### config.mk
export PLATFORM = sky130hd
export DESIGN_NAME = io_base_relocator
export DESIGN_NICKNAME = d
export VERILOG_FILES = /design/src/rtl/reloc_pkg.sv /design/src/rtl/reloc_unlock_match.sv /design/src/rtl/reloc_capture.sv /design/src/rtl/reloc_base_regs.sv /design/src/rtl/io_base_relocator.sv
export SDC_FILE = /design/constraint.sdc
export NUM_CORES = 1
export LEC_CHECK = 0
export BUFFER_PORTS_ARGS = -buffer_cell sky130_fd_sc_hd__buf_2
export CORE_UTILIZATION = 50
export CTS_CLUSTER_DIAMETER = 50
export DETAILED_ROUTE_END_ITERATION = 10
export PLACE_DENSITY = 0.85
export SYNTH_ARGS = -nofsm -noshare
export SYNTH_HDL_FRONTEND = slang
export SYNTH_SLANG_ARGS = --single-unit
### constraint.sdc
create_clock -name clk -period 3.8 [get_ports clk]
set_input_delay 0.19 -clock clk [delete_from_list [all_inputs] [get_ports clk]]
set_output_delay 0.19 -clock clk [all_outputs]
set_load 0.02 [all_outputs]
### src/rtl/reloc_pkg.sv
package reloc_pkg;
  typedef enum logic [1:0] {
    ST_WAIT_EE = 2'd0,
    ST_NORMAL  = 2'd1,
    ST_UNLOCK  = 2'd2,
    ST_CAPTURE = 2'd3
  } state_e;
endpackage

### src/rtl/reloc_unlock_match.sv
module reloc_unlock_match #(
  parameter int KEY_LEN = 4,
  parameter logic [8*KEY_LEN-1:0] KEY = '0
) (
  input  logic       clk,
  input  logic       rst,
  input  logic       en,
  input  logic       hit,
  input  logic [7:0] data,
  output logic       unlocked
);
  localparam int IW = (KEY_LEN > 1) ? $clog2(KEY_LEN) : 1;

  logic [IW-1:0] idx;
  logic [7:0]    expect_byte;
  logic          match, last, take;

  assign expect_byte = KEY[{idx, 3'b000} +: 8];
  assign match       = (data == expect_byte);
  assign last        = (idx == IW'(KEY_LEN - 1));
  assign take        = en && hit;
  assign unlocked    = take && match && last;

  always_ff @(posedge clk) begin
    if (rst) begin
      idx <= '0;
    end else if (take) begin
      if (!match || last) idx <= '0;
      else                idx <= idx + 1'b1;
    end
  end
endmodule

### src/rtl/reloc_capture.sv
module reloc_capture #(
  parameter int N_BYTES = 8
) (
  input  logic                   clk,
  input  logic                   rst,
  input  logic                   en,
  input  logic                   hit,
  input  logic [7:0]             data,
  output logic                   done,
  output logic [8*N_BYTES-1:0]   word
);
  localparam int CW = (N_BYTES > 1) ? $clog2(N_BYTES) : 1;

  logic [CW-1:0]          cnt;
  logic [8*N_BYTES-1:0]   buffer;
  logic                   take, last;

  assign take = en && hit;
  assign last = (cnt == CW'(N_BYTES - 1));
  assign done = take && last;

  always_comb begin
    word = buffer;
    word[{cnt, 3'b000} +: 8] = data;
  end

  always_ff @(posedge clk) begin
    if (rst) begin
      cnt    <= '0;
      buffer <= '0;
    end else if (take) begin
      buffer[{cnt, 3'b000} +: 8] <= data;
      cnt <= last ? '0 : cnt + 1'b1;
    end
  end
endmodule

### src/rtl/reloc_base_regs.sv
module reloc_base_regs #(
  parameter int BASE_W = 32
) (
  input  logic                clk,
  input  logic                rst,
  input  logic                ee_load,
  input  logic [BASE_W-1:0]   ee_base,
  input  logic                rl_load,
  input  logic [BASE_W-1:0]   rl_base,
  input  logic                host_wr,
  input  logic                host_sel,
  input  logic [BASE_W/2-1:0] host_data,
  output logic [BASE_W-1:0]   base
);
  localparam int HALF = BASE_W / 2;

  always_ff @(posedge clk) begin
    if (rst) begin
      base <= '0;
    end else if (rl_load) begin
      base <= rl_base;
    end else if (ee_load) begin
      base <= ee_base;
    end else if (host_wr) begin
      if (host_sel) base[BASE_W-1:HALF] <= host_data;
      else          base[HALF-1:0]      <= host_data;
    end
  end
endmodule

### src/rtl/io_base_relocator.sv
module io_base_relocator #(
  parameter int          ADDR_W     = 16,
  parameter int          BASE_W     = 32,
  parameter int          CFG_W      = 32,
  parameter int          KEY_LEN    = 4,
  parameter logic [31:0] KEY        = 32'h5AA5C33C,
  parameter logic [15:0] SNOOP_ADDR = 16'h0378
) (
  input  logic                clk,
  input  logic                rst,
  input  logic                ee_done,
  input  logic                ee_err,
  input  logic [BASE_W-1:0]   ee_base,
  input  logic                snp_wr,
  input  logic [ADDR_W-1:0]   snp_addr,
  input  logic [7:0]          snp_data,
  input  logic                host_wr,
  input  logic                host_sel,
  input  logic [BASE_W/2-1:0] host_wdata,
  output logic [BASE_W/2-1:0] base_lo,
  output logic [BASE_W/2-1:0] base_hi,
  output logic [CFG_W-1:0]    cfg_word,
  output logic                resp_en
);
  import reloc_pkg::*;

  localparam int HALF      = BASE_W / 2;
  localparam int CAP_BYTES = (BASE_W + CFG_W) / 8;
  localparam int CAP_W     = 8 * CAP_BYTES;

  state_e             st;
  logic               snoop_hit, unlocked, cap_done;
  logic [CAP_W-1:0]   cap_word;
  logic [BASE_W-1:0]  base;
  logic               ee_load, host_ok;

  assign snoop_hit = snp_wr && (snp_addr == ADDR_W'(SNOOP_ADDR));
  assign ee_load   = (st == ST_WAIT_EE) && ee_done && !ee_err;
  assign host_ok   = host_wr && (st == ST_NORMAL);

  reloc_unlock_match #(
    .KEY_LEN (KEY_LEN),
    .KEY     (KEY[8*KEY_LEN-1:0])
  ) u_match (
    .clk      (clk),
    .rst      (rst),
    .en       (st == ST_UNLOCK),
    .hit      (snoop_hit),
    .data     (snp_data),
    .unlocked (unlocked)
  );

  reloc_capture #(
    .N_BYTES (CAP_BYTES)
  ) u_cap (
    .clk  (clk),
    .rst  (rst),
    .en   (st == ST_CAPTURE),
    .hit  (snoop_hit),
    .data (snp_data),
    .done (cap_done),
    .word (cap_word)
  );

  reloc_base_regs #(
    .BASE_W (BASE_W)
  ) u_regs (
    .clk       (clk),
    .rst       (rst),
    .ee_load   (ee_load),
    .ee_base   (ee_base),
    .rl_load   (cap_done),
    .rl_base   (cap_word[BASE_W-1:0]),
    .host_wr   (host_ok),
    .host_sel  (host_sel),
    .host_data (host_wdata),
    .base      (base)
  );

  always_ff @(posedge clk) begin
    if (rst) begin
      st       <= ST_WAIT_EE;
      resp_en  <= 1'b0;
      cfg_word <= '0;
    end else begin
      case (st)
        ST_WAIT_EE: if (ee_done) begin
          if (ee_err) begin
            st <= ST_UNLOCK;
          end else begin
            st      <= ST_NORMAL;
            resp_en <= 1'b1;
          end
        end
        ST_UNLOCK:  if (unlocked) st <= ST_CAPTURE;
        ST_CAPTURE: if (cap_done) begin
          st       <= ST_NORMAL;
          resp_en  <= 1'b1;
          cfg_word <= cap_word[CAP_W-1:BASE_W];
        end
        default: ;
      endcase
    end
  end

  assign base_lo = base[HALF-1:0];
  assign base_hi = base[BASE_W-1:HALF];
endmodule

==> run metrics <==
status=complete, no violations; crit path kind=reg2reg; Final GP Congestion=0.9140; H-tree levels=4; Finished Core Util=62.59%; All-Layer GR Usage=26.95%; layout cell share with drive strength beyond 1=24.86%; Power Total=3.399 mW; Synthesized Nets=858; Seq/Total Area, Yosys=41.53%; clock tree buffer depth=2; first drt pass iteration count=5; Synth area leaders=dfxtp_1 42%, a211oi_1 8.7%, mux2i_1 5.8%; register bit total from synthesis=136; Fin. Hold Viols=0; ordered list of cells on the worst path=inv_1 -> ha_1 -> ha_1 -> nor4b_1 -> nand3_1 -> mux2i_1 -> nand2_1 -> a32o_1; CTS tree=yes; Setup violations, final=0; worst skew pair latency=430 ps; Multi-input gate area=3483 sq um; Placed Cells=1,037; most frequent cells in the layout=142 x buf_2, 136 x dfxtp_1, 98 x nor2_1, 95 x nand2_1, 76 x a211oi_1; Netlist cell types=46; WP data arrival=3340 ps; Boundary Pins=144; via/cell ratio=5.787; Routed Antenna Nets=0; Die Ht=116.5 microns; PD cells=426.9 nW/um^2; Clock Skews=7.922 ps; # clock sinks=136; Reg area=2723 sq um; Post-DP HPWL=12.52 mm; most frequent CP cell=ha_1; Reg2Reg Depth=8; pre-CTS setup slack=856.7 ps; Worst path slowest cell=dfxtp_1; clock slew at reported path FFs=60 ps; Core Box Area=12,720 sq um; CP endpoint kind=register; Max-Cap Viols=0; Max VDD drop=0.2549 mV; pin count of the biggest net entering global routing=76; hold_ws=81.57 ps; syn avg cell area=8.526 sq um; minimum clock period=3021 ps; Worst path max stage delay=580 ps; setup TNS=0 ps; final WL=17.96 mm; via count=6,186; DRC Markers=0; min-delay worst type=in2reg; RSZ-0062 raised after global routing=no; final instance count without filler cells=1,069; Initial DRC Count=533; fin worst setup slack=778.6 ps; Syn Inst Count=769; Slew Viols, Final=0; Yosys top cell area share=41.53%; Initial Util=51.53%; Layout area overhead=21.45%; Data required, critical path=4120 ps; Mapped Area=6556 sq um; Worst-Margin Slew=1060 ps; CP Launch Type=register; total die area=13,570 sq um; Ant. Diodes=0; cts repair resizes=0; CTS root buffer=clkbuf_16; row count=41; most common library cell in the layout ignoring fill and taps=buf_2; final period utilization=79.51%; Lkg Pwr=3.212 nW; post-CTS setup buffers=0; vias in the first global route=5,502; layout net count=973; die width=116.5 microns; placed instance area=7350 sq um; TritonCTS Buffers=17; Slew HR=29.22%; port bufs=143; fill cell count=1,106; WL per Instance=16.80 microns; largest area contributor in the netlist=dfxtp_1; fmax=0.3310 GHz; quantity of hold-fixing buffers added after cts=0; first-pass GRT wire length=27.92 mm; Remaining Overflow, GRT=0; post-layout instance area=7963 sq um; Hold Path Depth=3; Max Fanout on Critical Path=9; synth warn=0; initial antenna violation count=0
==> critical path, delay by kind of cell, from the launching register on <==
| kind | cells | cell delay (ps) |
|---|---|---|
| simple gates | 3 | 860 |
| fa+ha+maj | 2 | 670 |
| flops | 1 | 580 |
| mux | 1 | 390 |
| compound gates | 1 | 270 |
| buf+inv | 1 | 150 |
==> power breakdown <==
| group | leakage [nW] | internal, mW | switching (mW) | total, mW |
|---|---|---|---|---|
| Sequential | 1.10 | 1.45 | 0.0154 | 1.47 |
| Clock | 0.305 | 1.08 | 0.601 | 1.68 |
| Combinational | 1.81 | 0.0946 | 0.155 | 0.250 |
==> cells by family (layout without fill, tap and decap cells) <==
logic type | count (synthesis) | in the layout | share of synthesized area, %
simple gates | 292 | 292 | 21.64
mux | 38 | 38 | 5.801
flops | 136 | 136 | 41.53
compound gates | 206 | 206 | 23.32
fa+ha+maj | 10 | 10 | 1.908
buf+inv | 87 | 215 | 5.801
==> sequential cells by signal, summed over array words and instances (netlist names) <==
signal / cells
u_regs.base: 32
resp_en: 1
u_match.idx: 2
u_cap.buffer: 64
st: 2
cfg_word: 32
u_cap.cnt: 3
==> metal layers <==
metal	vias up	wire (microns)	global-route usage [%]
li1	2993	-	-
met3	38	1009	5.760
met1	2910	7715	34.52
met4	0	422	10.68
met2	245	8807	44.22
met5	-	0	0
==> cells in the mapped netlist (all sizes together) <==
cell      n
nor3b     5
nand2    95
a211oi   88
or3       2
and2     14
mux2i    38
o22ai     1
o311ai    2
nor2b    18
nand3    12
and3      1
nor4b     4
o211a     1
nand3b    3
or2       6
nor4bb    2
nor3     13
buf      31
ha       10
dfxtp   136
a21oi    71
clkbuf   32
and4      1
o21ai    11
and4b     2
a32o     32
inv      24
nor4      9
nand4b    6
or4       1
nor2     98
==> cell type report <==
type                       instances  area share, %
inverter                          24          1.131
clock buffer                      25          6.600
timing repair buffer             159          10.53
clock inverter                     7          1.100
tap                              172          2.703
sequential                       136          34.19
multi-input combinational        546          43.75
==> final timing paths <==
path,from,end,slack [ps]
setup reg to reg,u_cap.cnt[1],u_regs.base[0],780
hold reg to reg,u_regs.base[19],u_regs.base[19],460
setup / recovery,u_cap.cnt[1],u_regs.base[0],780
hold / removal,ee_done,st[0],80
Power figures use the tool's default switching activity.
